`src/rtl/tw_pkg.sv`:
```
package tw_pkg;
    localparam int BYTE_W = 8;
    localparam int CNT_W  = 4;
    localparam logic [3:0] DEV_TYPE = 4'b1010;

    typedef enum logic [2:0] {
        PH_IDLE,
        PH_ADDR,
        PH_WORD,
        PH_WDATA,
        PH_RDATA,
        PH_WAIT
    } phase_e;

    typedef struct packed {
        phase_e             ph;
        logic [CNT_W-1:0]   cnt;
        logic [BYTE_W-1:0]  sh;
        logic [BYTE_W-1:0]  rx;
        logic               oe;
        logic               sel;
        logic               rnw;
        logic               page;
        logic               mack;
        logic               addr_stb;
        logic               word_stb;
        logic               data_stb;
        logic               rd_req;
        logic               stop;
    } slv_state_t;
endpackage

```
`src/rtl/tw_sync.sv`:
```
module tw_sync #(
    parameter int STAGES = 2
) (
    input  logic clk,
    input  logic rst_n,
    input  logic scl_i,
    input  logic sda_i,
    output logic sda_s,
    output logic scl_rise,
    output logic scl_fall,
    output logic start_det,
    output logic stop_det
);
    logic [STAGES-1:0] scl_pipe_q, sda_pipe_q;
    logic scl_prev_q, sda_prev_q;
    logic scl_s;

    always_ff @(posedge clk or negedge rst_n) begin
        if (!rst_n) begin
            scl_pipe_q <= '1;
            sda_pipe_q <= '1;
            scl_prev_q <= 1'b1;
            sda_prev_q <= 1'b1;
        end else begin
            scl_pipe_q <= {scl_pipe_q[STAGES-2:0], scl_i};
            sda_pipe_q <= {sda_pipe_q[STAGES-2:0], sda_i};
            scl_prev_q <= scl_pipe_q[STAGES-1];
            sda_prev_q <= sda_pipe_q[STAGES-1];
        end
    end

    assign scl_s     = scl_pipe_q[STAGES-1];
    assign sda_s     = sda_pipe_q[STAGES-1];
    assign scl_rise  = scl_s & ~scl_prev_q;
    assign scl_fall  = ~scl_s & scl_prev_q;
    assign start_det = scl_s & scl_prev_q & sda_prev_q & ~sda_s;
    assign stop_det  = scl_s & scl_prev_q & ~sda_prev_q & sda_s;
endmodule

```
`src/rtl/tw_addr_match.sv`:
```
module tw_addr_match
    import tw_pkg::*;
(
    input  logic [5:0] id_bits,
    input  logic [1:0] strap_i,
    input  logic       busy_i,
    output logic       hit
);
    assign hit = (id_bits[5:2] == DEV_TYPE) && (id_bits[1:0] == strap_i) && !busy_i;
endmodule

```
`src/rtl/tw_mem_slave.sv`:
```
module tw_mem_slave
    import tw_pkg::*;
#(
    parameter int SYNC_STAGES = 2
) (
    input  logic              clk,
    input  logic              rst_n,
    input  logic              scl_i,
    input  logic              sda_i,
    output logic              sda_oe_o,
    input  logic [1:0]        strap_i,
    input  logic              busy_i,
    input  logic [BYTE_W-1:0] rd_data_i,
    output logic              addr_stb_o,
    output logic              page_o,
    output logic              rnw_o,
    output logic              word_stb_o,
    output logic              data_stb_o,
    output logic [BYTE_W-1:0] rx_byte_o,
    output logic              rd_req_o,
    output logic              stop_o
);
    localparam logic [CNT_W-1:0] LAST_BIT = CNT_W'(BYTE_W);
    localparam logic [CNT_W-1:0] ACK_BIT  = CNT_W'(BYTE_W + 1);

    logic sda_s, scl_rise, scl_fall, start_det, stop_det, hit;
    slv_state_t q, d;

    tw_sync #(.STAGES(SYNC_STAGES)) i_sync (
        .clk(clk), .rst_n(rst_n), .scl_i(scl_i), .sda_i(sda_i),
        .sda_s(sda_s), .scl_rise(scl_rise), .scl_fall(scl_fall),
        .start_det(start_det), .stop_det(stop_det)
    );

    tw_addr_match i_match (
        .id_bits(q.sh[7:2]), .strap_i(strap_i), .busy_i(busy_i), .hit(hit)
    );

    always_comb begin
        d          = q;
        d.addr_stb = 1'b0;
        d.word_stb = 1'b0;
        d.data_stb = 1'b0;
        d.rd_req   = 1'b0;
        d.stop     = 1'b0;
        if (stop_det) begin
            d.stop = q.sel;
            d.ph   = PH_IDLE;
            d.cnt  = '0;
            d.oe   = 1'b0;
            d.sel  = 1'b0;
        end else if (start_det) begin
            d.ph  = PH_ADDR;
            d.cnt = '0;
            d.oe  = 1'b0;
            d.sel = 1'b0;
        end else begin
            case (q.ph)
                PH_ADDR, PH_WORD, PH_WDATA: begin
                    if (scl_rise) begin
                        if (q.cnt < LAST_BIT) begin
                            d.sh  = {q.sh[BYTE_W-2:0], sda_s};
                            d.cnt = q.cnt + 1'b1;
                        end else begin
                            d.cnt = ACK_BIT;
                            if (q.ph == PH_ADDR && q.sel && q.rnw) d.rd_req = 1'b1;
                        end
                    end else if (scl_fall) begin
                        if (q.cnt == LAST_BIT) begin
                            if (q.ph == PH_ADDR) begin
                                if (hit) begin
                                    d.oe       = 1'b1;
                                    d.sel      = 1'b1;
                                    d.rnw      = q.sh[0];
                                    d.page     = q.sh[1];
                                    d.addr_stb = 1'b1;
                                end else begin
                                    d.ph = PH_WAIT;
                                end
                            end else begin
                                d.oe = 1'b1;
                                d.rx = q.sh;
                                if (q.ph == PH_WORD) d.word_stb = 1'b1;
                                else                 d.data_stb = 1'b1;
                            end
                        end else if (q.cnt == ACK_BIT) begin
                            d.oe  = 1'b0;
                            d.cnt = '0;
                            if (q.ph == PH_ADDR) begin
                                if (q.rnw) begin
                                    d.ph = PH_RDATA;
                                    d.sh = rd_data_i;
                                    d.oe = ~rd_data_i[BYTE_W-1];
                                end else begin
                                    d.ph = PH_WORD;
                                end
                            end else begin
                                d.ph = PH_WDATA;
                            end
                        end
                    end
                end
                PH_RDATA: begin
                    if (scl_rise) begin
                        if (q.cnt < LAST_BIT) begin
                            d.cnt = q.cnt + 1'b1;
                        end else begin
                            d.cnt  = ACK_BIT;
                            d.mack = ~sda_s;
                            d.rd_req = ~sda_s;
                        end
                    end else if (scl_fall) begin
                        if (q.cnt != '0 && q.cnt < LAST_BIT) begin
                            d.sh = {q.sh[BYTE_W-2:0], 1'b0};
                            d.oe = ~q.sh[BYTE_W-2];
                        end else if (q.cnt == LAST_BIT) begin
                            d.oe = 1'b0;
                        end else if (q.cnt == ACK_BIT) begin
                            d.cnt = '0;
                            if (q.mack) begin
                                d.sh = rd_data_i;
                                d.oe = ~rd_data_i[BYTE_W-1];
                            end else begin
                                d.ph = PH_WAIT;
                                d.oe = 1'b0;
                            end
                        end
                    end
                end
                default: ;
            endcase
        end
    end

    always_ff @(posedge clk or negedge rst_n) begin
        if (!rst_n) begin
            q    <= '0;
            q.ph <= PH_IDLE;
        end else begin
            q <= d;
        end
    end

    assign sda_oe_o   = q.oe;
    assign addr_stb_o = q.addr_stb;
    assign page_o     = q.page;
    assign rnw_o      = q.rnw;
    assign word_stb_o = q.word_stb;
    assign data_stb_o = q.data_stb;
    assign rx_byte_o  = q.rx;
    assign rd_req_o   = q.rd_req;
    assign stop_o     = q.stop;
endmodule

```
`config.mk`:
```
export PLATFORM = sky130hd
export DESIGN_NAME = tw_mem_slave
export DESIGN_NICKNAME = d
export VERILOG_FILES = /design/src/rtl/tw_pkg.sv /design/src/rtl/tw_sync.sv /design/src/rtl/tw_addr_match.sv /design/src/rtl/tw_mem_slave.sv
export SDC_FILE = /design/constraint.sdc
export NUM_CORES = 1
export LEC_CHECK = 0
export BUFFER_PORTS_ARGS = -buffer_cell sky130_fd_sc_hd__buf_2
export CAP_MARGIN = 20
export CORE_MARGIN = 5
export CORE_UTILIZATION = 39
export CTS_BUF_LIST = sky130_fd_sc_hd__clkbuf_2
export DETAILED_ROUTE_END_ITERATION = 12
export GPL_TIMING_DRIVEN = 0
export SETUP_SLACK_MARGIN = 0.4
export SYNTH_ARGS = -nofsm -noshare
export SYNTH_HDL_FRONTEND = slang
export SYNTH_SLANG_ARGS = --single-unit
```
`constraint.sdc`:
```
create_clock -name clk -period 3 [get_ports clk]
set_clock_uncertainty 0.2 [all_clocks]
set_input_delay 0.6 -clock clk [delete_from_list [all_inputs] [get_ports clk]]
set_output_delay 0.6 -clock clk [all_outputs]
set_load 0.03 [all_outputs]
```
==> results.yml, run 1 <==
pwr:
  p_sw_share_pct: 31.3
  switching_power_mw: 0.392
  pwr-share-seq_pct: 52.1
  pwr-share-clk_pct: 25.0
  p_int_mw: 0.860
  peakVddDrop_uv: 251
  power.density_nw_per_um2: 528
  leakage_nw: 1.16
  p_comb_share_pct: 22.9
cells_and_area:
  num_antenna_cells: 0
  area_growth_syn_to_layout_pct: 16.3
  final_cell_area_sq_um: 2370
  layout-drive-gt1-share_pct: 39.0
  final_cells: 288
  final_util_pct: 46.7
  nets: 235
clock_network:
  tritoncts: "built"
  clk_latency_ns: 0.40
  root_buffer: "clkbuf_2"
  cts_inserted_buffers: 5
  htreeDepth: 2
  path_clk_slew_ns: 0.21
  cts_sinks: 39
  clock_path_buffers: 2
grt:
  antenna_found_initial: 0
  grt_use_total_pct: 14.0
  use_met3_pct: 3.90
  grt_max_degree: 40
  busiest_layer: "met2"
  grt_first_pass_wirelength_mm: 7.10
  grt_pass1_vias: 1477
  met2_usage_pct: 21.8
  use_met1_pct: 17.8
  grt_overflow: 0
place:
  post_dp_cell_area_sq_um: 2270
  portBuffers: 30
  place.gp.congestion: 0.875
  hpwlAfterDp_mm: 2.96
  dp_slack_ns: 0.307
  post-place-cells: 279
routing:
  drc_errors: 0
  wl_per_cell_microns: 14.9
  drtIter0Drc: 98
  drtPass1Iterations: 4
  vias: 1522
  ant_nets: 0
  finalWirelength_mm: 4.29
  viasPerCell: 5.28
setup_path:
  worst-setup-path-type: "register to register"
  arrival_ns: 2.66
  crit_path_start_kind: "register"
  critPathCaptureType: "register"
  crit_fanout: 10
  required_ns: 3.14
synthesis:
  async_flop_share_pct: 100
  ys_ff_latch: 39
  yosys_warnings: 0
  synthFlopType: "dfrtp_1"
  syn_nets: 197
  synth_edf_count: 0
  syn_area_per_cell_sq_um: 11.4
  synth_cells: 179
  syn_area_sq_um: 2040
  synth_seq_area_share_pct: 48.3
  synth.distinct_cells: 49
outcome:
  outcome: "finished clean"
die:
  start_util_pct: 40.1
  core_area_sq_um: 5070
  die_w_microns: 82.3
  row_count: 26
  die_area_sq_um: 6770
  boundaryPins: 31
  dieHeight_microns: 82.3
timing:
  tns_ns: 0
  worst_pin_slew_ns: 0.871
  finalWorstSetupSlack_ns: 0.477
  drv_slew: 0
  period_needed_ns: 2.52
  finalSetupViolCount: 0
  rsz0062_at_grt: "no"
  fin_crit_sh_pct: 84.1
  hold_violations: 0
  fmax_ghz: 0.396
  slew_headroom_pct: 41.9
min_path:
  min_path_type: "input pin to async pin"
flow_run:
  maxCapViolations: 0
-- per-stage QoR --
step / hold slack, ns / power [mW]
floorplan: 0.104 / 0.850
global placement: 0.146 / 0.928
detailed placement: 0.148 / 0.934
CTS: 0.0586 / 1.25
global route: 0.0279 / 1.33
finish: 0.0777 / 1.25
-- state kept, by name (all words and copies together) (netlist names), 2 cells and up --
signal and count:
i_sync.scl_pipe_q 2, i_sync.sda_pipe_q 2, q 17, rx_byte_o 8
-- cell type report --
class / instances / area, sq um
Fill cell: 505 / 2710
Sequential cell: 39 / 983
Multi-Input combinational cell: 121 / 942
Timing Repair Buffer: 31 / 170
Buffer: 16 / 111
Tap cell: 70 / 87.6
Clock inverter: 3 / 38.8
Clock buffer: 5 / 25.0
Inverter: 3 / 11.3
-- timing repair --
| action | in CTS | in global routing |
|---|---|---|
| endpoints found under the setup margin | 7 | 16 |
| setup buffers | 0 | 1 |
| resized for setup | 1 | 3 |
| pin swaps | 0 | 1 |
| hold buffers | 0 | 0 |
-- worst paths after layout --
path                                       from                   end  slack [ns]  cells after the start
min in group clk                          sda_i  i_sync.sda_pipe_q[0]        0.08                      1
max reg2reg                               q[31]                 q[25]        0.48                      7
min reg2reg                i_sync.scl_pipe_q[0]  i_sync.scl_pipe_q[1]        0.17                      0
max in group asynchronous                 rst_n                 q[23]        1.97                      1
max                                       q[31]                 q[25]        0.48                      7
min                                       rst_n                  q[5]        0.08                      1
-- power by group through the flow --
stage / registers (mW) / logic [mW] / clock network, mW
after floorplan: 0.642 / 0.209 / 0
after global placement: 0.660 / 0.267 / 0
after detailed placement: 0.662 / 0.272 / 0
after CTS: 0.653 / 0.277 / 0.322
after global routing: 0.663 / 0.317 / 0.351
final: 0.652 / 0.287 / 0.312
-- synth_stat cells, drive strengths merged, types with 2 or more instances --
master,instances,area (sq um)
a22o,10,87.6
o31ai,2,15.0
o21ai,9,45.0
inv,3,11.3
a21oi,6,30.0
xor2,4,35.0
a21o,2,15.0
dfstp,6,158
nand2,7,26.3
a31oi,2,12.5
mux2,20,225
nor2b,6,37.5
or3b,2,17.5
clkbuf,4,15.0
nor2,10,37.5
nand2b,3,18.8
dfrtp,33,826
nor3b,3,22.5
and3,2,12.5
buf,12,95.1
a22oi,2,15.0
ha,3,37.5
nand4bb,2,22.5
nor3,5,25.0
-- routing by layer --
metal	vias up	wire, microns	part of all wire, %
met2	56	2050	48
met4	0	79	1.8
li1	724	-	-
met5	-	0	0
met1	734	1890	44
met3	8	272	6.3
-- placed cells by master (no fill, tap or decap), types with 6 or more instances in the layout --
master and instances:
buf_4 9, clkbuf_2 6, o21ai_0 8, a21oi_1 6, a22o_1 10, nor2_1 10, nor2b_1 6, mux2_2 20
dfstp_2 6, nand2_1 7, buf_2 31, dfrtp_1 33
-- cell families (layout without fill, tap and decap cells) --
kind of cell               count (synthesis)  after routing  share of synthesized area (%)
muxes                                     21             21                           11.5
buffers and inverters                     19             58                           5.96
AOI/OAI and AO/OA                         44             44                           16.0
DFF                                       39             39                           48.3
and+or+nand+nor                           48             48                           14.2
xor gates and xnor gates                   5              5                           2.15
adders and majority gates                  3              3                           1.84
-- critical path: stages, from the launching register on --
cell and delay, ns:
dfrtp_1 0.42, buf_6 0.13, or3b_1 0.38, buf_6 0.16
or3_4 0.39, o21ai_1 0.36, a22o_1 0.26, mux2_2 0.15
No activity file was read; power rests on OpenSTA's default activity.
==> run 2, diff against run 1 <==
==> constraint.sdc (replaced) <==
create_clock -name clk -period 2.1 [get_ports clk]
set_clock_uncertainty 0.2 [all_clocks]
set_input_delay 0.42 -clock clk [delete_from_list [all_inputs] [get_ports clk]]
set_output_delay 0.42 -clock clk [all_outputs]
set_load 0.03 [all_outputs]
==> run 2 against run 1 <==
Net effect:
- the flow now finishes with violations (negative setup slack)
- sequential power increased by 41%
- wire length increased by 15%
- clock-buffer cell count unchanged
- sequential share of layout area decreased by 7.6 points
- critical endpoint is now q[24]
- die area unchanged
- critical path depth unchanged
- cell area increased by 23%
- power increased by 61%
- critical path type unchanged
- non-clock buffer count increased by 31
==> results.yml, run 2 (synthesis gave the netlist of run 1 again) <==
outcome:
  outcome: "complete, but fails checks"
  violations: "negative setup slack"
routing:
  drc_errors: 0
  wl_per_cell_microns: 15.5
  finalWirelength_mm: 4.94
  viasPerCell: 5.09
  vias: 1623
  drtPass1Iterations: 4
  ant_nets: 0
  drtIter0Drc: 60
pwr:
  switching_power_mw: 0.641
  power.density_nw_per_um2: 693
  leakage_nw: 1.41
  p_comb_share_pct: 31.1
  pwr-share-seq_pct: 45.7
  p_int_mw: 1.38
  p_sw_share_pct: 31.8
  peakVddDrop_uv: 447
  pwr-share-clk_pct: 23.2
  power_mw: 2.02
timing:
  finalSetupViolCount: 12
  rsz0062_at_grt: "yes"
  fin_crit_sh_pct: 110
  fmax_ghz: 0.432
  period_needed_ns: 2.32
  slew_headroom_pct: 41.9
  hold_violations: 0
  finalWorstSetupSlack_ns: -0.216
  worst_pin_slew_ns: 0.871
  drv_slew: 0
place:
  portBuffers: 30
  hpwlAfterDp_mm: 3.10
  post-place-cells: 279
  dp_slack_ns: -0.543
  place.gp.congestion: 0.820
  post_dp_cell_area_sq_um: 2350
cells_and_area:
  num_antenna_cells: 0
  layout-drive-gt1-share_pct: 55.4
  nets: 266
  largest_register_ffs: 17
  final_util_pct: 57.3
  final_cell_area_sq_um: 2910
  area_growth_syn_to_layout_pct: 42.8
  top_register: "q"
  final_cells: 319
  layout_common_cells: "dfrtp_1, buf_4, buf_6, buf_2, mux2_4"
  final_common_cell: "dfrtp_1"
clock_network:
  clock_path_buffers: 2
  cts_sinks: 39
  root_buffer: "clkbuf_2"
  tritoncts: "built"
  path_clk_slew_ns: 0.21
  htreeDepth: 2
  clk_latency_ns: 0.41
  cts_inserted_buffers: 5
die:
  row_count: 26
  core_area_sq_um: 5070
  die_area_sq_um: 6770
  dieHeight_microns: 82.3
  start_util_pct: 40.1
  die_w_microns: 82.3
  boundaryPins: 31
grt:
  grt_max_degree: 40
  antenna_found_initial: 0
  grt_first_pass_wirelength_mm: 8.22
  grt_use_total_pct: 16.0
  grt_pass1_vias: 1663
  grt_overflow: 0
setup_path:
  reg2reg_depth: 7
  arrival_ns: 2.43
  critPathCaptureType: "register"
  required_ns: 2.21
  worst-setup-path-type: "register to register"
  crit_fanout: 8
  crit_path_start_kind: "register"
min_path:
  min_path_type: "input pin to register"
  hold_depth: 3
flow_run:
  maxCapViolations: 0
## run 2: power by group through the flow
stage                     combinational, mW  sequential [mW]  clock, mW
after global routing                  0.697            0.937      0.521
after global placement                0.394            0.946          0
after CTS                             0.556            0.915      0.488
after floorplan                       0.312            0.919          0
after detailed placement              0.403            0.951          0
final                                 0.627            0.922      0.468
## run 2: layer usage
metal  wire, microns  share of wire [%]  global-route usage, %  up-vias
li1                -                  -                      -      783
met2            2570                 52                   27.7       29
met5               0                  0                      0        -
met4              47               0.95                   3.65        0
met3             179                3.6                   3.69        6
met1            2150                 43                   20.3      805
## run 2: what timing repair did
action	CTS	global route
cloned	1	0
hold buffers	3	0
resized for setup	41	28
endpoints found under the setup margin	38	41
endpoints found under the hold margin	35	0
pin swaps	12	7
buffers inserted	18	10
## run 2: cell type report
cell class                 count  area, sq um
sequential                    39          985
multi-input combinational    121         1110
timing repair buffer          62          478
clock buffer                   5         25.0
fill                         437         2170
tap                           70         87.6
inverter                       3         11.3
clock inverter                 3         43.8
buffer                        16          166
## run 2: worst max-delay path: stages (launching register included)
cell and delay, ns:
dfrtp_1 0.42, buf_6 0.11, or3b_4 0.39, buf_6 0.12
or3_4 0.36, a21boi_4 0.18, a22o_1 0.20, mux2_2 0.25
## run 2: worst paths after layout
check	slack [ns]	to	startpoint
setup / recovery	-0.22	q[24]	q[31]
hold / removal	0.08	q[18]	rd_data_i[0]
setup reg to reg	-0.22	q[24]	q[31]
hold reg to reg	0.17	i_sync.scl_pipe_q[1]	i_sync.scl_pipe_q[0]
max in group asynchronous	0.69	q[21]	rst_n
min in group asynchronous	0.42	q[32]	rst_n
## run 2: through the flow
stage               setup TNS [ns]  hold slack [ns]
detailed placement           -5.55            0.148
global placement             -5.52            0.146
finish                       -1.82           0.0778
global route                 -2.72           0.0427
floorplan                    -1.21          -0.0756
CTS                          -2.01           0.0634
==> run 3, diff against run 2 <==
--- a/config.mk
+++ b/config.mk
@@ -12,6 +12,7 @@
 export CTS_BUF_LIST = sky130_fd_sc_hd__clkbuf_2
 export DETAILED_ROUTE_END_ITERATION = 12
 export GPL_TIMING_DRIVEN = 0
+export PLACE_DENSITY = 0.56
 export SETUP_SLACK_MARGIN = 0.4
 export SYNTH_ARGS = -nofsm -noshare
 export SYNTH_HDL_FRONTEND = slang
==> run 3 against run 2 <==
Net effect:
- the flow still finishes with violations (negative setup slack)
- via count is 0.43% higher
- core utilization is 0.71 points lower
- critical path type unchanged
- combinational power is 6.1% lower
- critical path depth stayed put
- power is 8.3% lower
- wire length is 1.3% higher
- largest power group unchanged
- sequential share of layout area is 0.38 points higher
- non-clock buffer count is 3 lower
- largest cell class unchanged
- cell area is 1.2% lower
- register-to-register slack worse by 0.03 ns
- cell count is 0.94% lower
- global-route usage is 0.57 points lower
==> results.yml, run 3 (synthesis gave the netlist of run 1 again) <==
setup_path:
  worstPathCellList: "buf_6 > or3b_4 > buf_6 > or3_4 > a21boi_4 > a22o_1 > mux2_4"
  cp_common_cell: "buf_6"
  crit_end: "q[24]"
  r2r_setup_slack_ns: -0.25
  critPathCaptureType: "register"
  crit_fanout: 8
  arrival_ns: 2.45
  crit_family: "simple AND/OR/NAND/NOR gates"
  crit_path_start_kind: "register"
  worst-path-buf-inv: 2
  slowest_delay_ns: 0.42
  cp-startpoint: "q[31]"
  reg2reg_depth: 7
  cp_slowest_cell: "dfrtp_1"
  timing.rr.end: "q[24]"
  timing.rr.start: "q[31]"
  required_ns: 2.21
  worst-setup-path-type: "register to register"
  crit_cells: 7
die:
  row_count: 26
  die_w_microns: 82.3
  die_area_sq_um: 6770
  dieHeight_microns: 82.3
  boundaryPins: 31
  start_util_pct: 40.1
  core_area_sq_um: 5070
timing:
  fin_hold_ws_ns: 0.0946
  finalSetupViolCount: 14
  worst_pin_slew_ns: 0.867
  fin_crit_sh_pct: 112
  slew_headroom_pct: 42.2
  drv_slew: 0
  hold_violations: 0
  rsz0062_at_grt: "yes"
  fmax_ghz: 0.426
  finalWorstSetupSlack_ns: -0.246
  period_needed_ns: 2.35
grt:
  grt_pass1_vias: 1674
  antenna_found_initial: 0
  grt_use_total_pct: 15.5
  grt_max_degree: 40
  grt_first_pass_wirelength_mm: 7.87
  grt_overflow: 0
clock_network:
  cts_sinks: 39
  path_clk_slew_ns: 0.21
  htreeDepth: 2
  root_buffer: "clkbuf_2"
  clk_latency_ns: 0.40
  tritoncts: "built"
  cts_inserted_buffers: 5
  clock_path_buffers: 2
routing:
  drc_errors: 0
  finalWirelength_mm: 5.00
  ant_nets: 0
  vias: 1630
  drtPass1Iterations: 4
  viasPerCell: 5.16
  drtIter0Drc: 44
  wl_per_cell_microns: 15.8
cells_and_area:
  nets: 263
  n_fill_cell: 458
  num_antenna_cells: 0
  final_util_pct: 56.6
  top_register: "q"
  largest_register_ffs: 17
  layout_common_cells: "dfrtp_1, buf_6, buf_2, buf_4, mux2_4"
  area_growth_syn_to_layout_pct: 41.0
  final_cell_area_sq_um: 2870
  layout-drive-gt1-share_pct: 53.7
  final_common_cell: "dfrtp_1"
place:
  portBuffers: 30
  dp_slack_ns: -0.556
  hpwlAfterDp_mm: 3.18
  post_dp_cell_area_sq_um: 2350
  place.gp.congestion: 0.900
min_path:
  min_path_type: "input pin to register"
outcome:
  outcome: "complete, but fails checks"
  violations: "negative setup slack"
flow_run:
  maxCapViolations: 0
pwr:
  peakVddDrop_uv: 367
  power.density_nw_per_um2: 644
  leakage_nw: 1.40
  power_mw: 1.85
[run 3: timing repair]
item	in CTS	in global routing
setup endpoints to repair	38	41
buffers inserted	19	6
resized for setup	54	15
pin swaps	13	12
hold buffers	3	0
hold endpoints to repair	35	0
gates cloned	0	1
[run 3: stage by stage]
| step | std cells | setup TNS [ns] |
|---|---|---|
| 3_5_place_dp | 279 | -5.24 |
| 3_3_place_gp | 279 | -5.56 |
| 5_1_grt | 316 | -3.09 |
| 6_report | 316 | -2.20 |
| 4_1_cts | 309 | -2.04 |
| 2_1_floorplan | 179 | -1.21 |
[run 3: power by group]
group / total, mW / switching [mW] / internal (mW) / leakage [nW]
clock network: 0.337 / 0.252 / 0.0848 / 0.0290
registers: 0.922 / 0.0792 / 0.843 / 0.515
logic: 0.589 / 0.285 / 0.304 / 0.855
total: 1.85 / 0.617 / 1.23 / 1.40
[run 3: cell type report]
class	count	area, sq um	area share [%]
repair buffers	59	459	16.0
clock buffers	6	30.0	1.05
inverters	3	11.3	0.392
well taps	70	87.6	3.05
flip-flops and latches	39	983	34.2
multi-input cells	121	1110	38.7
clock inverters	2	12.5	0.436
plain buffers	16	176	6.14
[run 3: layer usage]
layer	up-vias	track usage, %	share of wire, %
met3	13	4.12	4.6
met4	0	6.81	2.5
met2	33	27.5	52
met5	-	0	0
li1	782	-	-
met1	802	17.2	41
[run 3: worst min-delay path by stage]
stage / endpoint / start / slack [ns] / depth (start not counted)
2_1_floorplan: addr_stb_o / rst_n / -0.08 / 0
3_3_place_gp: i_sync.scl_pipe_q[1] / i_sync.scl_pipe_q[0] / 0.15 / 0
3_5_place_dp: i_sync.scl_pipe_q[1] / i_sync.scl_pipe_q[0] / 0.15 / 0
4_1_cts: q[18] / rd_data_i[0] / 0.07 / 3
5_1_grt: q[18] / rd_data_i[0] / 0.09 / 3
6_report: q[18] / rd_data_i[0] / 0.09 / 3
[run 3: tightest hold or removal path, stage by stage]
cell,delay [ns]
buf_2,0.08
a32oi_1,0.05
mux2i_1,0.11
